--- src/rtl/dma_wrap_pkg.sv ---
package dma_wrap_pkg;

  typedef enum logic [1:0] {
    AM_INC   = 2'b00,
    AM_RSV   = 2'b01,
    AM_FIXED = 2'b10,
    AM_WRAP  = 2'b11
  } addr_mode_e;

  typedef enum logic [1:0] {
    DIR_M2M = 2'b00,
    DIR_P2M = 2'b01,
    DIR_M2P = 2'b10,
    DIR_RSV = 2'b11
  } xfer_dir_e;

  typedef enum logic [1:0] {
    ST_IDLE  = 2'b00,
    ST_FETCH = 2'b01,
    ST_STORE = 2'b10
  } seq_state_e;

  localparam int unsigned SEL_HALF_BIT = 2;
  localparam int unsigned SEL_WRAP_BIT = 0;

endpackage

--- src/rtl/dma_addr_walker.sv ---
module dma_addr_walker
  import dma_wrap_pkg::*;
#(
  parameter int unsigned AW = 16
) (
  input  logic          clk,
  input  logic          rst_n,
  input  logic          clr,
  input  logic          load,
  input  logic          step,
  input  logic [AW-1:0] base,
  input  logic [1:0]    mode,
  output logic [AW-1:0] addr
);

  logic [AW-1:0] addr_q, addr_d;
  logic          hold_mode;

  assign hold_mode = (mode == AM_FIXED);

  always_comb begin
    addr_d = addr_q;
    if (clr)                     addr_d = '0;
    else if (load)               addr_d = base;
    else if (step && !hold_mode) addr_d = addr_q + AW'(1);
  end

  always_ff @(posedge clk or negedge rst_n) begin
    if (!rst_n) addr_q <= '0;
    else        addr_q <= addr_d;
  end

  assign addr = addr_q;

  // counting modes advance by one per byte
  assert_inc_step_R2: assert property (@(posedge clk) disable iff (!rst_n)
    (step && !load && !clr && mode != AM_FIXED) |=> addr == $past(addr) + AW'(1));

  // fixed mode keeps its address
  assert_fixed_hold_R2: assert property (@(posedge clk) disable iff (!rst_n)
    (step && !load && !clr && mode == AM_FIXED) |=> $stable(addr));

endmodule

--- src/rtl/dma_swrst_timer.sv ---
module dma_swrst_timer #(
  parameter int unsigned HOLD = 3
) (
  input  logic clk,
  input  logic rst_n,
  input  logic req,
  output logic active
);

  localparam int unsigned CNTW = $clog2(HOLD + 1);

  logic [CNTW-1:0] cnt_q, cnt_d;

  always_comb begin
    cnt_d = cnt_q;
    if (cnt_q != '0) cnt_d = cnt_q - CNTW'(1);
    else if (req)    cnt_d = CNTW'(HOLD);
  end

  always_ff @(posedge clk or negedge rst_n) begin
    if (!rst_n) cnt_q <= '0;
    else        cnt_q <= cnt_d;
  end

  assign active = (cnt_q != '0);

  // checking counter: cycles the active level has lasted
  logic [CNTW:0] len_q;
  always_ff @(posedge clk or negedge rst_n) begin
    if (!rst_n)      len_q <= '0;
    else if (active) len_q <= len_q + (CNTW+1)'(1);
    else             len_q <= '0;
  end

  // active lasts exactly HOLD cycles
  assert_hold_len_R10: assert property (@(posedge clk) disable iff (!rst_n)
    $fell(active) |-> len_q == (CNTW+1)'(HOLD));

  // active only begins from a request
  assert_hold_start_R10: assert property (@(posedge clk) disable iff (!rst_n)
    $rose(active) |-> $past(req));

endmodule

--- src/rtl/dma_irq_flags.sv ---
module dma_irq_flags
  import dma_wrap_pkg::*;
(
  input  logic       clk,
  input  logic       rst_n,
  input  logic       half_hit,
  input  logic       wrap_hit,
  input  logic       half_en,
  input  logic       wrap_en,
  input  logic       clr_half,
  input  logic       clr_wrap,
  output logic       half_flag,
  output logic       wrap_flag,
  output logic       irq
);

  logic half_q, half_d, wrap_q, wrap_d;

  always_comb begin
    half_d = (half_q & ~clr_half) | (half_hit & half_en);
    wrap_d = (wrap_q & ~clr_wrap) | (wrap_hit & wrap_en);
  end

  always_ff @(posedge clk or negedge rst_n) begin
    if (!rst_n) begin
      half_q <= 1'b0;
      wrap_q <= 1'b0;
    end else begin
      half_q <= half_d;
      wrap_q <= wrap_d;
    end
  end

  assign half_flag = half_q;
  assign wrap_flag = wrap_q;
  assign irq       = (half_q & half_en) | (wrap_q & wrap_en);

  // a clear with no competing event empties the flag
  assert_clr_half_R8: assert property (@(posedge clk) disable iff (!rst_n)
    (clr_half && !half_hit) |=> !half_flag);

  assert_clr_wrap_R8: assert property (@(posedge clk) disable iff (!rst_n)
    (clr_wrap && !wrap_hit) |=> !wrap_flag);

endmodule

--- src/rtl/dma_wrap_channel.sv ---
module dma_wrap_channel
  import dma_wrap_pkg::*;
#(
  parameter int unsigned AW         = 16,
  parameter int unsigned CW         = 16,
  parameter int unsigned DW         = 8,
  parameter int unsigned SWRST_HOLD = 3
) (
  input  logic          clk,
  input  logic          rst_n,
  input  logic          cfg_enable,
  input  logic [AW-1:0] cfg_src_base,
  input  logic [AW-1:0] cfg_dst_base,
  input  logic [CW-1:0] cfg_count,
  input  logic [1:0]    cfg_src_mode,
  input  logic [1:0]    cfg_dst_mode,
  input  logic [1:0]    cfg_dir,
  input  logic [3:0]    cfg_irq_sel,
  input  logic          swrst_set,
  input  logic          clr_half,
  input  logic          clr_wrap,
  output logic          rd_valid,
  output logic [AW-1:0] rd_addr,
  input  logic          rd_ready,
  input  logic [DW-1:0] rd_data,
  output logic          rd_from_periph,
  output logic          wr_valid,
  output logic [AW-1:0] wr_addr,
  output logic [DW-1:0] wr_data,
  input  logic          wr_ready,
  output logic          wr_to_periph,
  output logic          busy,
  output logic          done,
  output logic          swrst_active,
  output logic          half_flag,
  output logic          wrap_flag,
  output logic          irq
);

  // reset: asserted asynchronously, released on the clock
  logic [1:0] rst_sync_q;
  logic       rst_ni;
  always_ff @(posedge clk or negedge rst_n) begin
    if (!rst_n) rst_sync_q <= '0;
    else        rst_sync_q <= {rst_sync_q[0], 1'b1};
  end
  assign rst_ni = rst_sync_q[1];

  seq_state_e    state_q, state_d;
  logic [CW-1:0] cnt_q, cnt_d, span_q, span_d, cnt_dec;
  logic [DW-1:0] hold_q, hold_d;
  logic          run_wrap_q, run_wrap_d, done_q, done_d, en_q;
  logic          soft_clr, start, rd_fire, store_fire, last_beat;
  logic          cont_wrap, reload, half_hit, wrap_hit, sel_unused;

  assign sel_unused = ^{cfg_irq_sel[3], cfg_irq_sel[1]};

  assign soft_clr   = swrst_set | swrst_active;
  assign start      = cfg_enable & ~en_q & (state_q == ST_IDLE)
                      & (cfg_count != '0) & ~soft_clr;
  assign rd_fire    = (state_q == ST_FETCH) & rd_ready;
  assign store_fire = (state_q == ST_STORE) & cfg_enable & wr_ready;
  assign cnt_dec    = cnt_q - CW'(1);
  assign last_beat  = store_fire & (cnt_dec == '0);
  assign cont_wrap  = run_wrap_q & cfg_enable & (cfg_count != '0);
  assign reload     = last_beat & cont_wrap;
  assign half_hit   = store_fire & run_wrap_q & (span_q >= CW'(2))
                      & (cnt_dec == span_q - (span_q >> 1));
  assign wrap_hit   = last_beat & run_wrap_q;

  // next-state logic
  always_comb begin
    state_d    = state_q;
    cnt_d      = cnt_q;
    span_d     = span_q;
    hold_d     = hold_q;
    run_wrap_d = run_wrap_q;
    done_d     = 1'b0;
    unique case (state_q)
      ST_IDLE: begin
        if (start) begin
          state_d    = ST_FETCH;
          cnt_d      = cfg_count;
          span_d     = cfg_count;
          run_wrap_d = (cfg_src_mode == AM_WRAP) || (cfg_dst_mode == AM_WRAP);
        end
      end
      ST_FETCH: begin
        if (rd_fire) begin
          hold_d  = rd_data;
          state_d = cfg_enable ? ST_STORE : ST_IDLE;
        end
      end
      ST_STORE: begin
        if (!cfg_enable) begin
          state_d = ST_IDLE;
        end else if (wr_ready) begin
          if (last_beat) begin
            if (cont_wrap) begin
              cnt_d   = cfg_count;
              span_d  = cfg_count;
              state_d = ST_FETCH;
            end else begin
              cnt_d   = '0;
              state_d = ST_IDLE;
              done_d  = 1'b1;
            end
          end else begin
            cnt_d   = cnt_dec;
            state_d = ST_FETCH;
          end
        end
      end
      default: state_d = ST_IDLE;
    endcase
    if (soft_clr) begin
      state_d    = ST_IDLE;
      cnt_d      = '0;
      span_d     = '0;
      hold_d     = '0;
      run_wrap_d = 1'b0;
      done_d     = 1'b0;
    end
  end

  // state registers
  always_ff @(posedge clk or negedge rst_ni) begin
    if (!rst_ni) begin
      state_q    <= ST_IDLE;
      cnt_q      <= '0;
      span_q     <= '0;
      hold_q     <= '0;
      run_wrap_q <= 1'b0;
      done_q     <= 1'b0;
      en_q       <= 1'b0;
    end else begin
      state_q    <= state_d;
      cnt_q      <= cnt_d;
      span_q     <= span_d;
      hold_q     <= hold_d;
      run_wrap_q <= run_wrap_d;
      done_q     <= done_d;
      en_q       <= cfg_enable;
    end
  end

  dma_addr_walker #(.AW(AW)) u_src_walk (
    .clk  (clk),
    .rst_n(rst_ni),
    .clr  (soft_clr),
    .load (start | reload),
    .step (store_fire),
    .base (cfg_src_base),
    .mode (cfg_src_mode),
    .addr (rd_addr)
  );

  dma_addr_walker #(.AW(AW)) u_dst_walk (
    .clk  (clk),
    .rst_n(rst_ni),
    .clr  (soft_clr),
    .load (start | reload),
    .step (store_fire),
    .base (cfg_dst_base),
    .mode (cfg_dst_mode),
    .addr (wr_addr)
  );

  dma_swrst_timer #(.HOLD(SWRST_HOLD)) u_swrst (
    .clk   (clk),
    .rst_n (rst_ni),
    .req   (swrst_set),
    .active(swrst_active)
  );

  dma_irq_flags u_irq (
    .clk      (clk),
    .rst_n    (rst_ni),
    .half_hit (half_hit),
    .wrap_hit (wrap_hit),
    .half_en  (cfg_irq_sel[SEL_HALF_BIT]),
    .wrap_en  (cfg_irq_sel[SEL_WRAP_BIT]),
    .clr_half (clr_half),
    .clr_wrap (clr_wrap),
    .half_flag(half_flag),
    .wrap_flag(wrap_flag),
    .irq      (irq)
  );

  assign rd_valid       = (state_q == ST_FETCH);
  assign wr_valid       = (state_q == ST_STORE) & cfg_enable;
  assign wr_data        = hold_q;
  assign busy           = (state_q != ST_IDLE);
  assign done           = done_q;
  assign rd_from_periph = (cfg_dir == DIR_P2M);
  assign wr_to_periph   = (cfg_dir == DIR_M2P);

  // done comes with the channel at rest
  assert_done_idle_R4: assert property (@(posedge clk) disable iff (!rst_ni)
    done |-> !busy);

  // done is a single-cycle pulse
  assert_done_pulse_R4: assert property (@(posedge clk) disable iff (!rst_ni)
    done |=> !done);

  // end-of-pass flag rises only in wrap operation
  assert_wrap_only_R7: assert property (@(posedge clk) disable iff (!rst_ni)
    $rose(wrap_flag) |-> $past(run_wrap_q));

  // a waiting read keeps its request and address
  assert_rd_hold_R3: assert property (@(posedge clk) disable iff (!rst_ni)
    (rd_valid && !rd_ready && !soft_clr) |=> (rd_valid && $stable(rd_addr)));

  // the engine stays idle while soft reset is active
  assert_swrst_idle_R10: assert property (@(posedge clk) disable iff (!rst_ni)
    swrst_active |-> !busy);

endmodule

--- config.mk ---
export PLATFORM = sky130hd
export DESIGN_NAME = dma_wrap_channel
export DESIGN_NICKNAME = d
export VERILOG_FILES = /design/src/rtl/dma_wrap_pkg.sv /design/src/rtl/dma_addr_walker.sv /design/src/rtl/dma_swrst_timer.sv /design/src/rtl/dma_irq_flags.sv /design/src/rtl/dma_wrap_channel.sv
export SDC_FILE = /design/constraint.sdc
export NUM_CORES = 1
export LEC_CHECK = 0
export ABC_AREA = 1
export BUFFER_PORTS_ARGS = -buffer_cell sky130_fd_sc_hd__buf_2
export CAP_MARGIN = 40
export CORE_ASPECT_RATIO = 0.6
export CORE_MARGIN = 2
export CORE_UTILIZATION = 55
export DETAILED_ROUTE_END_ITERATION = 7
export GPL_TIMING_DRIVEN = 0
export PLACE_DENSITY_LB_ADDON = 0.05
export SYNTH_ARGS = -nofsm -noshare
export SYNTH_HDL_FRONTEND = slang
export SYNTH_SLANG_ARGS = --single-unit
--- constraint.sdc ---
create_clock -name clk -period 3.45 [get_ports clk]
set_clock_uncertainty 0.2 [all_clocks]
set_input_delay 0.5175 -clock clk [delete_from_list [all_inputs] [get_ports clk]]
set_output_delay 0.5175 -clock clk [all_outputs]
set_load 0.02 [all_outputs]
==> impl_metrics.ini <==
[power]
p_int_uw = 2234
leakagePower_uw = 0.004493
power.share.combinational_pct = 50.7
ir_drop_v = 0.0003511
seqPwrFrac_pct = 26.4
p_switching_uw = 2047
p_clk_share_pct = 22.8
switching_share_pct = 47.81
power_density_nw_per_um2 = 554.0

[sta]
fin_crit_sh_pct = 92.04
max_clock_freq_mhz = 314.9
rsz0062_at_grt = false
hold_viol_final = 0
holdWs_ns = 0.02956
slew_viol_final = 0
setup_violations = 0
worst_pin_slew_ns = 0.6276
max_slew_margin_pct = 58.16
fin_crit_ns = 3.175

[worst_setup_path]
cp_slowest_stage_delay_ns = 0.40
r2r_setup_slack_ns = 0.27
crit_arrival_ns = 3.18
required_ns = 3.46
cp-end-kind = register
worstPathMaxFanout = 8
r2r-start = u_swrst.cnt_q[0]$_DFFE_PN0N_
r2r-end = cnt_q[0]$_DFFE_PN0P_
cp-start-kind = register
r2r_cells = 13
critPathMostFrequentCell = inv_1
path_cells = inv_1 > ha_1 > inv_1 > nor2_2 > inv_1 > nor3_1 > a31oi_1 > nand2_1 > nor2_4 > inv_1 > nor2_1 > nand2_1 > o211ai_1
crit_type = register to register
critical-path-slowest-cell = dfrtp_1

[synthesis]
yosysWarnings = 0
avgSynthCellArea_sq_um = 6.592
synth_fa_ha_area_share_pct = 6.390
netlist_area_sq_um = 6579
synth_top_family_by_area = simple AND/OR/NAND/NOR gates
synthCells = 998
syn-num-nets = 1105
synthXorXnorAreaFrac_pct = 5.420
yosys.area.top_type = dfrtp_1
ys_types = 43
synth_mux_area_share_pct = 0
yosys.area_share.simple_pct = 37.83
synth_seq_area_share_pct = 31.57
synth_top_area_share_pct = 31.57
synth-seq-cells = 83
synth_compound_area_share_pct = 8.140
synthTopCellsByArea = dfrtp_1 32%, nand2_1 19%, inv_1 7.8%

[placed_design]
post_dp_cell_area_sq_um = 7416
hpwl_mm = 15.46
numPortBuffers = 121
gp_congestion = 1.030

[layout]
fillers = 1088
final_cell_area_sq_um = 7727
antenna_cells = 0
seqCellArea_sq_um = 2081
syn_to_final_growth_pct = 17.46
multi_input_area_sq_um = 3812
layout.nets = 1239
drive_gt1_share_pct = 16.45

[die]
coreArea_sq_um = 11490
initial_utilization_pct = 57.28
die_h_um = 88.72
row_count = 30
die_w_um = 145.2
ioPinCount = 124
die-area_sq_um = 12880

[clock_network]
cts_setup_buffers = 0
path_clk_slew_ns = 0.07
htreeDepth = 3
insertion_delay_ns = 0.35
cts_tree = done
cts_root_buf = clkbuf_16
clock_path_buffers = 2
numCtsBuffers = 9
clock-sinks = 83

[global_routing]
grt_pass1_wl_mm = 31.46
grt.total_usage_pct = 31.30
antenna_found_initial = 0
grt_pass1_vias = 5996
gr-total-overflow = 0
grt_max_degree = 62

[drt]
route.detailed.drc = 0
drt_first_pass_iters = 7
via_count = 6848
via_per_inst = 5.280
drt_iter0_drc = 555
drt-total-wl_mm = 19.70
detail-route-antenna-nets = 0
wire_per_inst_um = 15.19

[run_status]
outcome = finished clean

[run]
maxCapViolCount = 0

[min_path]
holdCritPathClass = register to async pin
==> repair_timing <==
action,CTS,global route
setup endpoints to repair,0,8
hold buffers,1,0
gates resized for setup,0,2
endpoints found under the hold margin,2,0
==> worst max-delay path by stage <==
stage	start	end	slack, ns	cells past startpoint
after floorplan	rst_sync_q[1]$_DFF_PN0_	cnt_q[0]$_DFFE_PN0P_	0.77	0
after global placement	rst_sync_q[1]$_DFF_PN0_	span_q[11]$_DFFE_PN0P_	-0.36	0
after detailed placement	u_swrst.cnt_q[0]$_DFFE_PN0N_	cnt_q[0]$_DFFE_PN0P_	0.14	13
after CTS	u_swrst.cnt_q[0]$_DFFE_PN0N_	cnt_q[0]$_DFFE_PN0P_	0.07	13
after global routing	u_swrst.cnt_q[0]$_DFFE_PN0N_	cnt_q[0]$_DFFE_PN0P_	0.1	13
final	u_swrst.cnt_q[0]$_DFFE_PN0N_	cnt_q[0]$_DFFE_PN0P_	0.27	13
==> synth_stat cells, drive strengths merged <==
library cell,instances
a31oi,3
o21bai,2
o22ai,5
nand4,12
inv,142
nand3b,5
a21o,1
and2,1
o211ai,7
buf,16
nor3,8
nand2,349
ha,32
fa,1
clkbuf,7
xnor2,13
and3,2
a21oi,26
xor2,26
a211oi,1
a22o,2
a21boi,2
o21ai,48
nand3,104
dfrtp,83
nor2,99
conb,1
==> state kept, by name, indices dropped and copies added, names as in the netlist, 2 cells and up <==
name             count
cnt_q               16
span_q              16
u_dst_walk.addr     16
u_src_walk.addr     16
wr_data              8
rst_sync_q           2
state_q              2
u_swrst.cnt_q        2
==> cells by family (layout without fill, tap and decap cells) <==
group                    after synthesis  in the layout
AND/OR/NAND/NOR                      580            580
buffers and inverters                165            304
AO/OA/AOI/OAI                         97             97
flip-flops                            83             83
XOR/XNOR                              39             39
adder cells (fa/ha/maj)               33             33
other                                  1              1
==> metal layers <==
| layer | wire length, um | GRT usage, % |
|---|---|---|
| met5 | 0 | 0 |
| met4 | 117 | 4.991 |
| met3 | 2309 | 7.887 |
| met2 | 7378 | 42.25 |
| met1 | 9891 | 50.13 |
==> placed cells by master (no fill, tap or decap), types with 6 or more instances in the layout <==
cell type,netlist,final
nand4_1,11,11
xnor2_1,13,13
xor2_1,24,24
o21ai_0,40,40
dfrtp_1,83,82
nand3_1,102,102
nor2_1,91,90
a21oi_1,26,26
ha_1,32,32
clkbuf_1,7,7
buf_6,6,6
o21ai_1,8,8
buf_2,5,126
inv_1,137,137
nand2_1,334,334
clkbuf_16,0,9
nor3_1,8,8
o211ai_1,7,7
nand2_2,13,13
==> stage by stage <==
| stage | std cells | util [%] | power, uW | setup WS [ns] | setup TNS (ns) |
|---|---|---|---|---|---|
| finish | 1297 | 67.28 | 4281 | 0.2747 | 0 |
| global route | 1297 | 67.28 | 4592 | 0.09598 | 0 |
| CTS | 1297 | 67.21 | 4220 | 0.06536 | 0 |
| detailed placement | 1280 | 64.56 | 3226 | 0.1444 | 0 |
| global placement | 1279 | 64.29 | 3197 | -0.3629 | -28.49 |
| floorplan | 998 | - | 2661 | 0.7671 | 0 |
==> power by group through the flow <==
stage / clock network, uW / registers, uW / logic, uW
CTS: 991 / 1130 / 2100
global placement: 0 / 1160 / 2040
detailed placement: 0 / 1150 / 2080
global route: 1030 / 1140 / 2420
finish: 977 / 1130 / 2170
floorplan: 0 / 1150 / 1510
==> worst max-delay path: cells and delay by family, from the launching register on <==
| kind | cells | cell delay, ns |
|---|---|---|
| AO/OA/AOI/OAI | 2 | 0.18 |
| adder cells (fa/ha/maj) | 1 | 0.17 |
| flip-flops | 1 | 0.40 |
| buffers and inverters | 4 | 0.73 |
| AND/OR/NAND/NOR | 6 | 1.36 |
==> layout make-up <==
cell class	count	area share [%]
inverter	142	6.930
sequential	83	26.93
timing repair buffer	123	8.323
tap	160	2.591
multi-input combinational	750	49.34
clock buffer	9	2.915
buffer	23	2.089
clock inverter	7	0.8905
Note: power is estimated with default switching activity, not from simulation.
